===== src/rtl/rb_pkg.sv =====
package rb_pkg;
  localparam int HALF_W       = 32;
  localparam int FULL_W       = 64;
  localparam int NUM_WIN      = 4;
  localparam int IDX_LSB      = 6;
  localparam int HALF_SEL_BIT = 2;

  typedef enum logic [2:0] {
    K_NONE, K_WBASE, K_WMASK, K_XLAT, K_CTRL, K_ERR, K_ERRMASK, K_SWRST
  } reg_kind_e;

  typedef struct packed {
    logic pte_verify;
    logic monarch_win;
    logic pci_hole;
    logic chain_off;
  } ctrl_t;

  localparam logic [FULL_W-1:0] KEEP_BASE_NARROW = 64'h0000_0000_FFF0_0003;
  localparam logic [FULL_W-1:0] KEEP_BASE_WIDE   = 64'hFFFF_FF80_FFF0_0003;
  localparam logic [FULL_W-1:0] KEEP_WMASK       = 64'h0000_0000_FFF0_0000;
  localparam logic [FULL_W-1:0] KEEP_XLAT        = 64'h0000_0007_FFFF_FC00;

  localparam int POS_PTE     = 44;
  localparam int POS_MONARCH = 6;
  localparam int POS_HOLE    = 5;
  localparam int POS_CHAIN   = 3;
  localparam int POS_MARKER  = 40;
  localparam int POS_ID      = 46;

  function automatic reg_kind_e kind_of(input logic [7:0] idx);
    reg_kind_e k;
    if (idx[7:2] == 6'd0)      k = K_WBASE;
    else if (idx[7:2] == 6'd1) k = K_WMASK;
    else if (idx[7:2] == 6'd2) k = K_XLAT;
    else if (idx == 8'h0C)     k = K_CTRL;
    else if (idx == 8'h0F)     k = K_ERR;
    else if (idx == 8'h10)     k = K_ERRMASK;
    else if (idx == 8'h20)     k = K_SWRST;
    else                       k = K_NONE;
    return k;
  endfunction

  function automatic ctrl_t ctrl_from_word(input logic [FULL_W-1:0] w);
    ctrl_t c;
    c.pte_verify  = w[POS_PTE];
    c.monarch_win = w[POS_MONARCH];
    c.pci_hole    = w[POS_HOLE];
    c.chain_off   = w[POS_CHAIN];
    return c;
  endfunction

  function automatic logic [FULL_W-1:0] ctrl_to_word(input ctrl_t c, input logic [1:0] id);
    logic [FULL_W-1:0] w;
    w              = '0;
    w[POS_PTE]     = c.pte_verify;
    w[POS_MONARCH] = c.monarch_win;
    w[POS_HOLE]    = c.pci_hole;
    w[POS_CHAIN]   = c.chain_off;
    w[POS_MARKER]  = 1'b1;
    w[POS_ID +: 2] = id;
    return w;
  endfunction
endpackage


===== src/rtl/rb_decode.sv =====
module rb_decode
  import rb_pkg::*;
#(
  parameter int IDX_W = 6
) (
  input  logic [IDX_W-1:0] idx,
  output reg_kind_e        kind,
  output logic [1:0]       slot
);
  always_comb begin
    kind = kind_of(8'(idx));
    slot = idx[1:0];
  end
endmodule


===== src/rtl/rb_stage.sv =====
module rb_stage
  import rb_pkg::*;
(
  input  logic              clk,
  input  logic              rst_n,
  input  logic              load_en,
  input  logic [HALF_W-1:0] load_val,
  output logic [HALF_W-1:0] stage_q
);
  always_ff @(posedge clk) begin
    if (!rst_n)       stage_q <= '0;
    else if (load_en) stage_q <= load_val;
  end
endmodule


===== src/rtl/rb_store.sv =====
module rb_store
  import rb_pkg::*;
#(
  parameter int         ERRMASK_W = 12,
  parameter logic [1:0] BRIDGE_ID = 2'd0
) (
  input  logic              clk,
  input  logic              rst_n,
  input  logic              commit_en,
  input  reg_kind_e         kind,
  input  logic [1:0]        slot,
  input  logic [FULL_W-1:0] wr_word,
  output logic [FULL_W-1:0] rd_word
);
  logic [FULL_W-1:0] base_arr [NUM_WIN];
  logic [FULL_W-1:0] wmask_arr [NUM_WIN];
  logic [FULL_W-1:0] xlat_arr [NUM_WIN];
  ctrl_t                ctrl_q;
  logic [ERRMASK_W-1:0] errmask_q;

  for (genvar w = 0; w < NUM_WIN; w++) begin : g_win
    localparam logic [FULL_W-1:0] BKEEP =
      (w == NUM_WIN - 1) ? KEEP_BASE_WIDE : KEEP_BASE_NARROW;
    logic [FULL_W-1:0] b_q, m_q, x_q;
    logic hit;
    assign hit = commit_en && (slot == 2'(w));
    always_ff @(posedge clk) begin
      if (!rst_n) begin
        b_q <= '0;
        m_q <= '0;
        x_q <= '0;
      end else if (hit) begin
        if (kind == K_WBASE) b_q <= wr_word & BKEEP;
        if (kind == K_WMASK) m_q <= wr_word & KEEP_WMASK;
        if (kind == K_XLAT)  x_q <= wr_word & KEEP_XLAT;
      end
    end
    assign base_arr[w]  = b_q;
    assign wmask_arr[w] = m_q;
    assign xlat_arr[w]  = x_q;
  end

  always_ff @(posedge clk) begin
    if (!rst_n) begin
      ctrl_q    <= '0;
      errmask_q <= '0;
    end else if (commit_en) begin
      if (kind == K_CTRL)    ctrl_q    <= ctrl_from_word(wr_word);
      if (kind == K_ERRMASK) errmask_q <= wr_word[ERRMASK_W-1:0];
    end
  end

  always_comb begin
    case (kind)
      K_WBASE:   rd_word = base_arr[slot];
      K_WMASK:   rd_word = wmask_arr[slot];
      K_XLAT:    rd_word = xlat_arr[slot];
      K_CTRL:    rd_word = ctrl_to_word(ctrl_q, BRIDGE_ID);
      K_ERRMASK: rd_word = FULL_W'(errmask_q);
      default:   rd_word = '0;
    endcase
  end
endmodule


===== src/rtl/pci_window_regbank.sv =====
module pci_window_regbank
  import rb_pkg::*;
#(
  parameter int         ADDR_W    = 12,
  parameter int         ERRMASK_W = 12,
  parameter logic [1:0] BRIDGE_ID = 2'd0
) (
  input  logic              clk,
  input  logic              rst_n,
  input  logic              bus_wr,
  input  logic              bus_rd,
  input  logic [ADDR_W-1:0] bus_addr,
  input  logic [31:0]       bus_wdata,
  output logic [31:0]       bus_rdata,
  output logic              acc_unhandled
);
  localparam int IDX_W = ADDR_W - IDX_LSB;

  logic [IDX_W-1:0]  idx;
  logic              hi_half;
  reg_kind_e         kind;
  logic [1:0]        slot;
  logic              wr_lo, commit_en, rd_lo, rd_hi;
  logic              stage_load;
  logic [HALF_W-1:0] stage_val;
  logic [HALF_W-1:0] stage_q;
  logic [FULL_W-1:0] reg_word;
  logic              undef_hit;

  assign idx       = bus_addr[ADDR_W-1:IDX_LSB];
  assign hi_half   = bus_addr[HALF_SEL_BIT];
  assign wr_lo     = bus_wr && !hi_half;
  assign commit_en = bus_wr && hi_half;
  assign rd_lo     = bus_rd && !bus_wr && !hi_half;
  assign rd_hi     = bus_rd && !bus_wr && hi_half;

  rb_decode #(.IDX_W(IDX_W)) u_dec (
    .idx  (idx),
    .kind (kind),
    .slot (slot)
  );

  assign stage_load = wr_lo || rd_lo;
  assign stage_val  = wr_lo ? bus_wdata : reg_word[FULL_W-1:HALF_W];

  rb_stage u_stage (
    .clk      (clk),
    .rst_n    (rst_n),
    .load_en  (stage_load),
    .load_val (stage_val),
    .stage_q  (stage_q)
  );

  rb_store #(.ERRMASK_W(ERRMASK_W), .BRIDGE_ID(BRIDGE_ID)) u_store (
    .clk       (clk),
    .rst_n     (rst_n),
    .commit_en (commit_en),
    .kind      (kind),
    .slot      (slot),
    .wr_word   ({bus_wdata, stage_q}),
    .rd_word   (reg_word)
  );

  assign undef_hit = (commit_en || rd_lo) && (kind == K_NONE);

  always_ff @(posedge clk) begin
    if (!rst_n) begin
      bus_rdata     <= '0;
      acc_unhandled <= 1'b0;
    end else begin
      acc_unhandled <= undef_hit;
      if (rd_lo)      bus_rdata <= reg_word[HALF_W-1:0];
      else if (rd_hi) bus_rdata <= stage_q;
    end
  end
endmodule


===== config.mk =====
export PLATFORM = sky130hd
export DESIGN_NAME = pci_window_regbank
export DESIGN_NICKNAME = d
export VERILOG_FILES = /design/src/rtl/rb_pkg.sv /design/src/rtl/rb_decode.sv /design/src/rtl/rb_stage.sv /design/src/rtl/rb_store.sv /design/src/rtl/pci_window_regbank.sv
export SDC_FILE = /design/constraint.sdc
export NUM_CORES = 1
export LEC_CHECK = 0
export BUFFER_PORTS_ARGS = -buffer_cell sky130_fd_sc_hd__buf_4
export CORE_MARGIN = 5
export CORE_UTILIZATION = 62
export DETAILED_ROUTE_END_ITERATION = 8
export PLACE_DENSITY = 0.81
export SKIP_LAST_GASP = 1
export SYNTH_ARGS = -nofsm -noshare
export SYNTH_HDL_FRONTEND = slang
export SYNTH_HIERARCHICAL = 1
export SYNTH_SLANG_ARGS = --single-unit
export TNS_END_PERCENT = 50

===== constraint.sdc =====
create_clock -name clk -period 2.75 [get_ports clk]
set_input_delay 0.55 -clock clk [delete_from_list [all_inputs] [get_ports clk]]
set_output_delay 0.55 -clock clk [all_outputs]
set_load 0.01 [all_outputs]

-- Word level (Yosys, flattened, before mapping)
Cells that the tools add are included.
- output and inout bits: 33
- input port bits: 48
- word-level logic and storage cells: 88
- register bits after elaboration: 310
- magnitude comparators: 1
- muxes and demuxes: 20
- bitwise operators: 1
- reduce and logical (&&, ||, !) cells: 32
- equal/unequal tests: 14
- operators by type and width (cell ; count):
    64-bit binary-select mux with 2-bit select ; 3
    64-bit 2-to-1 mux ; 6
    64-bit case mux with 5 select lines ; 1
    32-bit 2-to-1 mux ; 3
    2-bit AND reduction ; 14
    3-bit 2-to-1 mux ; 7
    6-bit by 4-bit == test with 1-bit output (second input constant) ; 2
    1-bit logical AND ; 10
    3-bit by 2-bit == test with 1-bit output (second input constant) ; 2
    3-bit == test (second input constant) ; 2
    6-bit by 5-bit == test with 1-bit output (second input constant) ; 1
    6-bit == test (second input constant) ; 1
    2-bit == test (second input constant) ; 2
    4-bit by 1-bit == test with 1-bit output (second input constant) ; 1
    4-bit by 2-bit == test with 1-bit output (second input constant) ; 1
    4-bit zero test ; 1
    3-bit by 1-bit == test with 1-bit output (second input constant) ; 1
    3-bit >= comparator (second input constant) ; 1
    3-bit zero test ; 1
    2-bit NOT with 3-bit output ; 1
    2-bit by 1-bit == test with 1-bit output (second input constant) ; 1
    1-bit zero test ; 2
    2-bit zero test ; 1
    1-bit logical OR ; 2
    2-bit nonzero test ; 1

-- Logic depth before layout (Yosys ltp)
- word-level depth: 11
- gate-level depth with buffers: 11
- depth with buffers taken out: 9

-- Cells and area by module
The synthesis kept the hierarchy.
- modules (own cells, without submodules) (module ; cells each ; instances ; area each (sq um) ; seq. area each (sq um)):
    rb_store ; 1354 ; 1 ; 11956.5 ; 4904.7
    pci_window_regbank ; 187 ; 1 ; 1948.1 ; 660.6
    rb_stage ; 103 ; 1 ; 1243.7 ; 640.6
    rb_decode ; 16 ; 1 ; 130.1 ; 0.0

-- Least setup slack after synthesis
OpenSTA, ideal clock, no wires.
- path type: input to register
- from: in bus_addr[8]
- to: reg bus_rdata[29]
- library setup time: 0.070 ns
- arrival time: 2.194 ns
- required time: 2.680 ns
- slack: 0.486 ns
- stages: 11
- path through: nor4_4 > o21ai_2 > nand2_1 > buf_2 > buf_4 > nor3b_1 > buf_2 > nand2_1 > o31ai_1 > mux2i_1 > a21oi_1
- word-level cells in the longest chain between the ends: 11
- elaborated cells on any way between the ends: 21
- those cells by class: 11 x eq/ne; 9 x mux; 1 x reduce/logical
- RTL lines (element ; RTL line ; source):
    start, declared ; pci_window_regbank.sv:12 ; input logic [ADDR_W-1:0] bus_addr,
    6-bit == test ; rb_pkg.sv:39 ; else if (idx == 8'h20) k = K_SWRST;
    3-bit 2-to-1 mux ; rb_pkg.sv:39 ;
    3-bit 2-to-1 mux ; rb_pkg.sv:38 ; else if (idx == 8'h10) k = K_ERRMASK;
    3-bit 2-to-1 mux ; rb_pkg.sv:37 ; else if (idx == 8'h0F) k = K_ERR;
    3-bit 2-to-1 mux ; rb_pkg.sv:36 ; else if (idx == 8'h0C) k = K_CTRL;
    3-bit 2-to-1 mux ; rb_pkg.sv:35 ; else if (idx[7:2] == 6'd2) k = K_XLAT;
    3-bit 2-to-1 mux ; rb_pkg.sv:34 ; else if (idx[7:2] == 6'd1) k = K_WMASK;
    3-bit 2-to-1 mux (*) ; rb_pkg.sv:33 ; if (idx[7:2] == 6'd0) k = K_WBASE;
    via kind[1] ; pci_window_regbank.sv:21 ; reg_kind_e kind;
    3-bit == test (tied with other cells) ; rb_store.sv:54 ; case (kind)
    64-bit case mux with 5 select lines (*) ; rb_store.sv:54 ;
    via reg_word[29] ; pci_window_regbank.sv:27 ; logic [FULL_W-1:0] reg_word;
    32-bit 2-to-1 mux (*) ; pci_window_regbank.sv:72 ; if (rd_lo) bus_rdata <= reg_word[HALF_W-1:0];
    end signal, assigned ; pci_window_regbank.sv:72 ;
    end signal, assigned ; pci_window_regbank.sv:73 ; else if (rd_hi) bus_rdata <= stage_q;
    end, declared ; pci_window_regbank.sv:14 ; output logic [31:0] bus_rdata,
The timed path passes the listed nets; every way through them passes the cells marked *.
A chain may end at the register's enable or synchronous reset.

-- Final worst setup path
- from: in bus_addr[8]
- to: reg u_store.g_win[3].m_q[23]
- word-level cells in the longest chain between the ends: 10
- elaborated cells on any way between the ends: 16
- those cells by class: 7 x eq/ne; 7 x mux; 2 x reduce/logical
- RTL lines (element ; RTL line ; source):
    6-bit == test ; rb_pkg.sv:39 ;
    3-bit 2-to-1 mux ; rb_pkg.sv:39 ;
    3-bit 2-to-1 mux ; rb_pkg.sv:38 ;
    3-bit 2-to-1 mux ; rb_pkg.sv:37 ;
    3-bit 2-to-1 mux ; rb_pkg.sv:36 ;
    3-bit 2-to-1 mux ; rb_pkg.sv:35 ;
    3-bit 2-to-1 mux ; rb_pkg.sv:34 ;
    3-bit 2-to-1 mux (*) ; rb_pkg.sv:33 ;
    via kind[1] ; pci_window_regbank.sv:21 ;
    3-bit by 2-bit == test with 1-bit output (*) ; rb_store.sv:34 ; if (kind == K_WMASK) m_q <= wr_word & KEEP_WMASK;
    2-bit AND reduction (no source line) (*) ; -- ;
    end signal, assigned ; rb_store.sv:34 ;
    end, declared ; rb_store.sv:24 ; logic [FULL_W-1:0] b_q, m_q, x_q;
Marks and branches as above.

==> flow_summary.toml <==
[drt]
dr.pass1.iters = 6
vias = 12800
ant_nets = 0
wl_microns = 40100
wl_per_cell_microns = 20.4
drc_errors = 0
routed_via_density = 6.50
drt_iter0_markers = 1276

[pwr]
leakage_uw = 0.00598
swShare_pct = 24.0
clkPwrFrac_pct = 43.7
p_int_uw = 7310
pwr-share-seq_pct = 47.6
power.density_mw_per_mm2 = 569
ir_drop_uv = 441
p_sw_uw = 2310
p_total_uw = 9620
p_comb_share_pct = 8.7

[floorplanning]
num_io_pins = 81
rows = 57
dieArea_sq_mm = 0.0279
core_sq_mm = 0.0243
die_height_microns = 167
initial_core_util_pct = 62.8
fp.dieW_microns = 167

[min_path]
min_from = "bus_wdata[14]"
hold_class = "input port to register"

[critical_path]
reg2reg_from = "u_store/g_win[3].x_q[33]$_SDFFE_PN0P_"
cp-startpoint = "bus_addr[8]"
worstPathMaxFanout = 48
cp_slowest_cell = "and4bb_2"
end_kind = "register"
max_stage_delay_ns = 1.01
start_kind = "input port"
critical-path-top-delay-family = "simple AND/OR/NAND/NOR gates"
worstPathCellList = "buf_4 -> nor4_4 -> o21ai_2 -> nand2_1 -> and4bb_2 -> nand3_1 -> a21boi_0"
crit_type = "input port to register"
cp.arrival_ns = 2.80
crit_required_ns = 3.16
reg2reg_slack_ns = 1.18
critPathBufInv = 1

[global_routing]
grt_pass1_vias = 12400
grt-ovfl-total = 0
antenna_found_initial = 1
grt_start_max_net_pins = 101
grt_pass1_wl_microns = 65500
grt.total_usage_pct = 27.8

[timing]
drv_slew = 0
finalSetupTns_ns = 0
fmax_mhz = 418
worst_slew_pin_slew_ns = 1.19
final_hold_viol_count = 0
whs_ns = 0.311
slew_headroom_pct = 20.4
skew_ns = 0.0106
finalSetupViolations = 0
min_period_ns = 2.39
rsz0062_at_grt = "no"
period_share_pct = 87.0

[clocking]
clock-sinks = 310
htreeDepth = 2
post_cts_buffers = 0
root_buffer = "clkbuf_16"
cts_max_path_buffers = 3
cts_resized = 0
clk_latency_ns = 0.50
cts_buffers = 34
cts_tree = "done"
ctsHoldBuffers = 0
clk_pin_slew_ns = 0.06

[synthesis]
avgSynthCellArea_sq_um = 9.20
syn_inst = 1660
synth_edf_count = 0
synthFlopType = "dfxtp_1"
async_flop_share_pct = 0
synth-seq-area-share_pct = 40.6
synth.distinct_cells = 48
ys_ff_latch = 310
yosys_warnings = 6
syn_area_sq_mm = 0.0153

[flow_run]
drv_cap = 0

[placement]
dp_hpwl_microns = 22700
dp_cells = 1913
port_buffers = 75
routabilityCongestion = 0.794

[layout]
finalNonFillerCells = 1968
area_delta_synth_final_pct = 10.6
diodes = 0
drive_gt1_share_pct = 17.9
nets = 1673

[run_status]
outcome = "finished, final reports clean"
-- kinds of logic after synthesis --
group           Yosys count  share of synthesized area (%)
flops                   310                           40.6
compound gates          581                           23.6
buf+inv                 199                           6.56
xor+xnor                  1                         0.0573
other cells               1                         0.0245
mux                     178                           15.3
simple gates            390                           13.9
-- power by group through the flow --
stage,Clock (uW),Combinational (uW),Sequential [uW]
final,4200,834,4580
after global placement,0,809,4680
after floorplan,0,536,4670
after global routing,4480,875,4590
after CTS,4260,821,4580
after detailed placement,0,818,4680
-- flip-flops by register name, summed over array words and instances (netlist names) --
register           flops
u_store/g_win.x_q    100
u_store/g_win.b_q     81
bus_rdata             32
u_store/ctrl_q         4
u_store/errmask_q     12
u_store/g_win.m_q     48
u_stage/stage_q       32
acc_unhandled          1
-- cell usage after synthesis, drive strengths merged (3+ instances only) --
library cell	count	area share (%)
and3	16	0.66
nor2b	42	1.7
mux4	27	4.0
and2	26	1.1
clkbuf	108	2.7
mux2i	71	4.7
o31ai	12	0.59
nand3	231	7.6
nand4b	3	0.17
nand2	40	1.0
a22o	3	0.17
a21boi	241	12
a21oi	35	1.1
nand2b	7	0.34
buf	90	3.9
nor2	9	0.27
o21ai	263	8.7
o22ai	24	0.98
dfxtp	310	41
mux2	80	6.6
-- final cells by class --
cell class / instances / area [sq um]
clock inverter: 5 / 35.0
sequential: 310 / 6210
clock buffer: 50 / 972
timing repair buffer: 124 / 1150
fill: 1891 / 7430
tap: 324 / 405
multi-input combinational: 1154 / 8120
inverter: 1 / 3.75
-- worst paths after layout --
| path | to | cells after the start |
|---|---|---|
| hold reg to reg | u_store/errmask_q[8]$_SDFFE_PN0P_ | 2 |
| setup reg to reg | u_stage/stage_q[1]$_SDFFE_PN0P_ | 5 |
| hold / removal | u_store/g_win[3].b_q[46]$_SDFFE_PN0P_ | 3 |
| setup / recovery | u_store/g_win[3].m_q[23]$_SDFFE_PN0P_ | 7 |
-- cells in the final DEF (no fill, tap or decap), types with 6 or more instances in the layout --
cell,instances
a21boi_0,130
a21boi_1,111
a21oi_1,35
and2_1,25
and3_1,16
buf_12,17
buf_4,106
clkbuf_1,11
clkbuf_16,35
dfxtp_1,310
mux2_2,50
mux2_4,30
mux2i_1,71
mux4_2,27
nand2_1,38
nand2b_1,6
nand3_1,231
nor2_1,7
nor2b_1,39
o21ai_0,261
o22ai_1,24
o31ai_1,12
-- tightest hold or removal path: stages --
cell and delay (ns):
buf_4 0.11, nand3_1 0.05, a21boi_1 0.05
-- per-stage QoR --
step | utilization, % | worst slack (ns) | instance area, sq um
after detailed placement | 65.3 | -0.0768 | 15900
after global routing | 69.5 | 0.189 | 16900
after global placement | 65.3 | -0.0495 | 15900
after floorplan | - | 0.486 | 15300
final | 69.5 | 0.357 | 16900
after CTS | 69.5 | 0.412 | 16900
-- routing by layer --
layer  up-vias  share of wire, %  global-route usage (%)
met5         -             0.032                       0
met4         2               1.8                    7.83
met3        68               8.3                    3.86
met2       550                47                    45.4
met1      6261                43                    38.8
li1       5920                 -                       -
No activity file was read; power rests on OpenSTA's default activity.
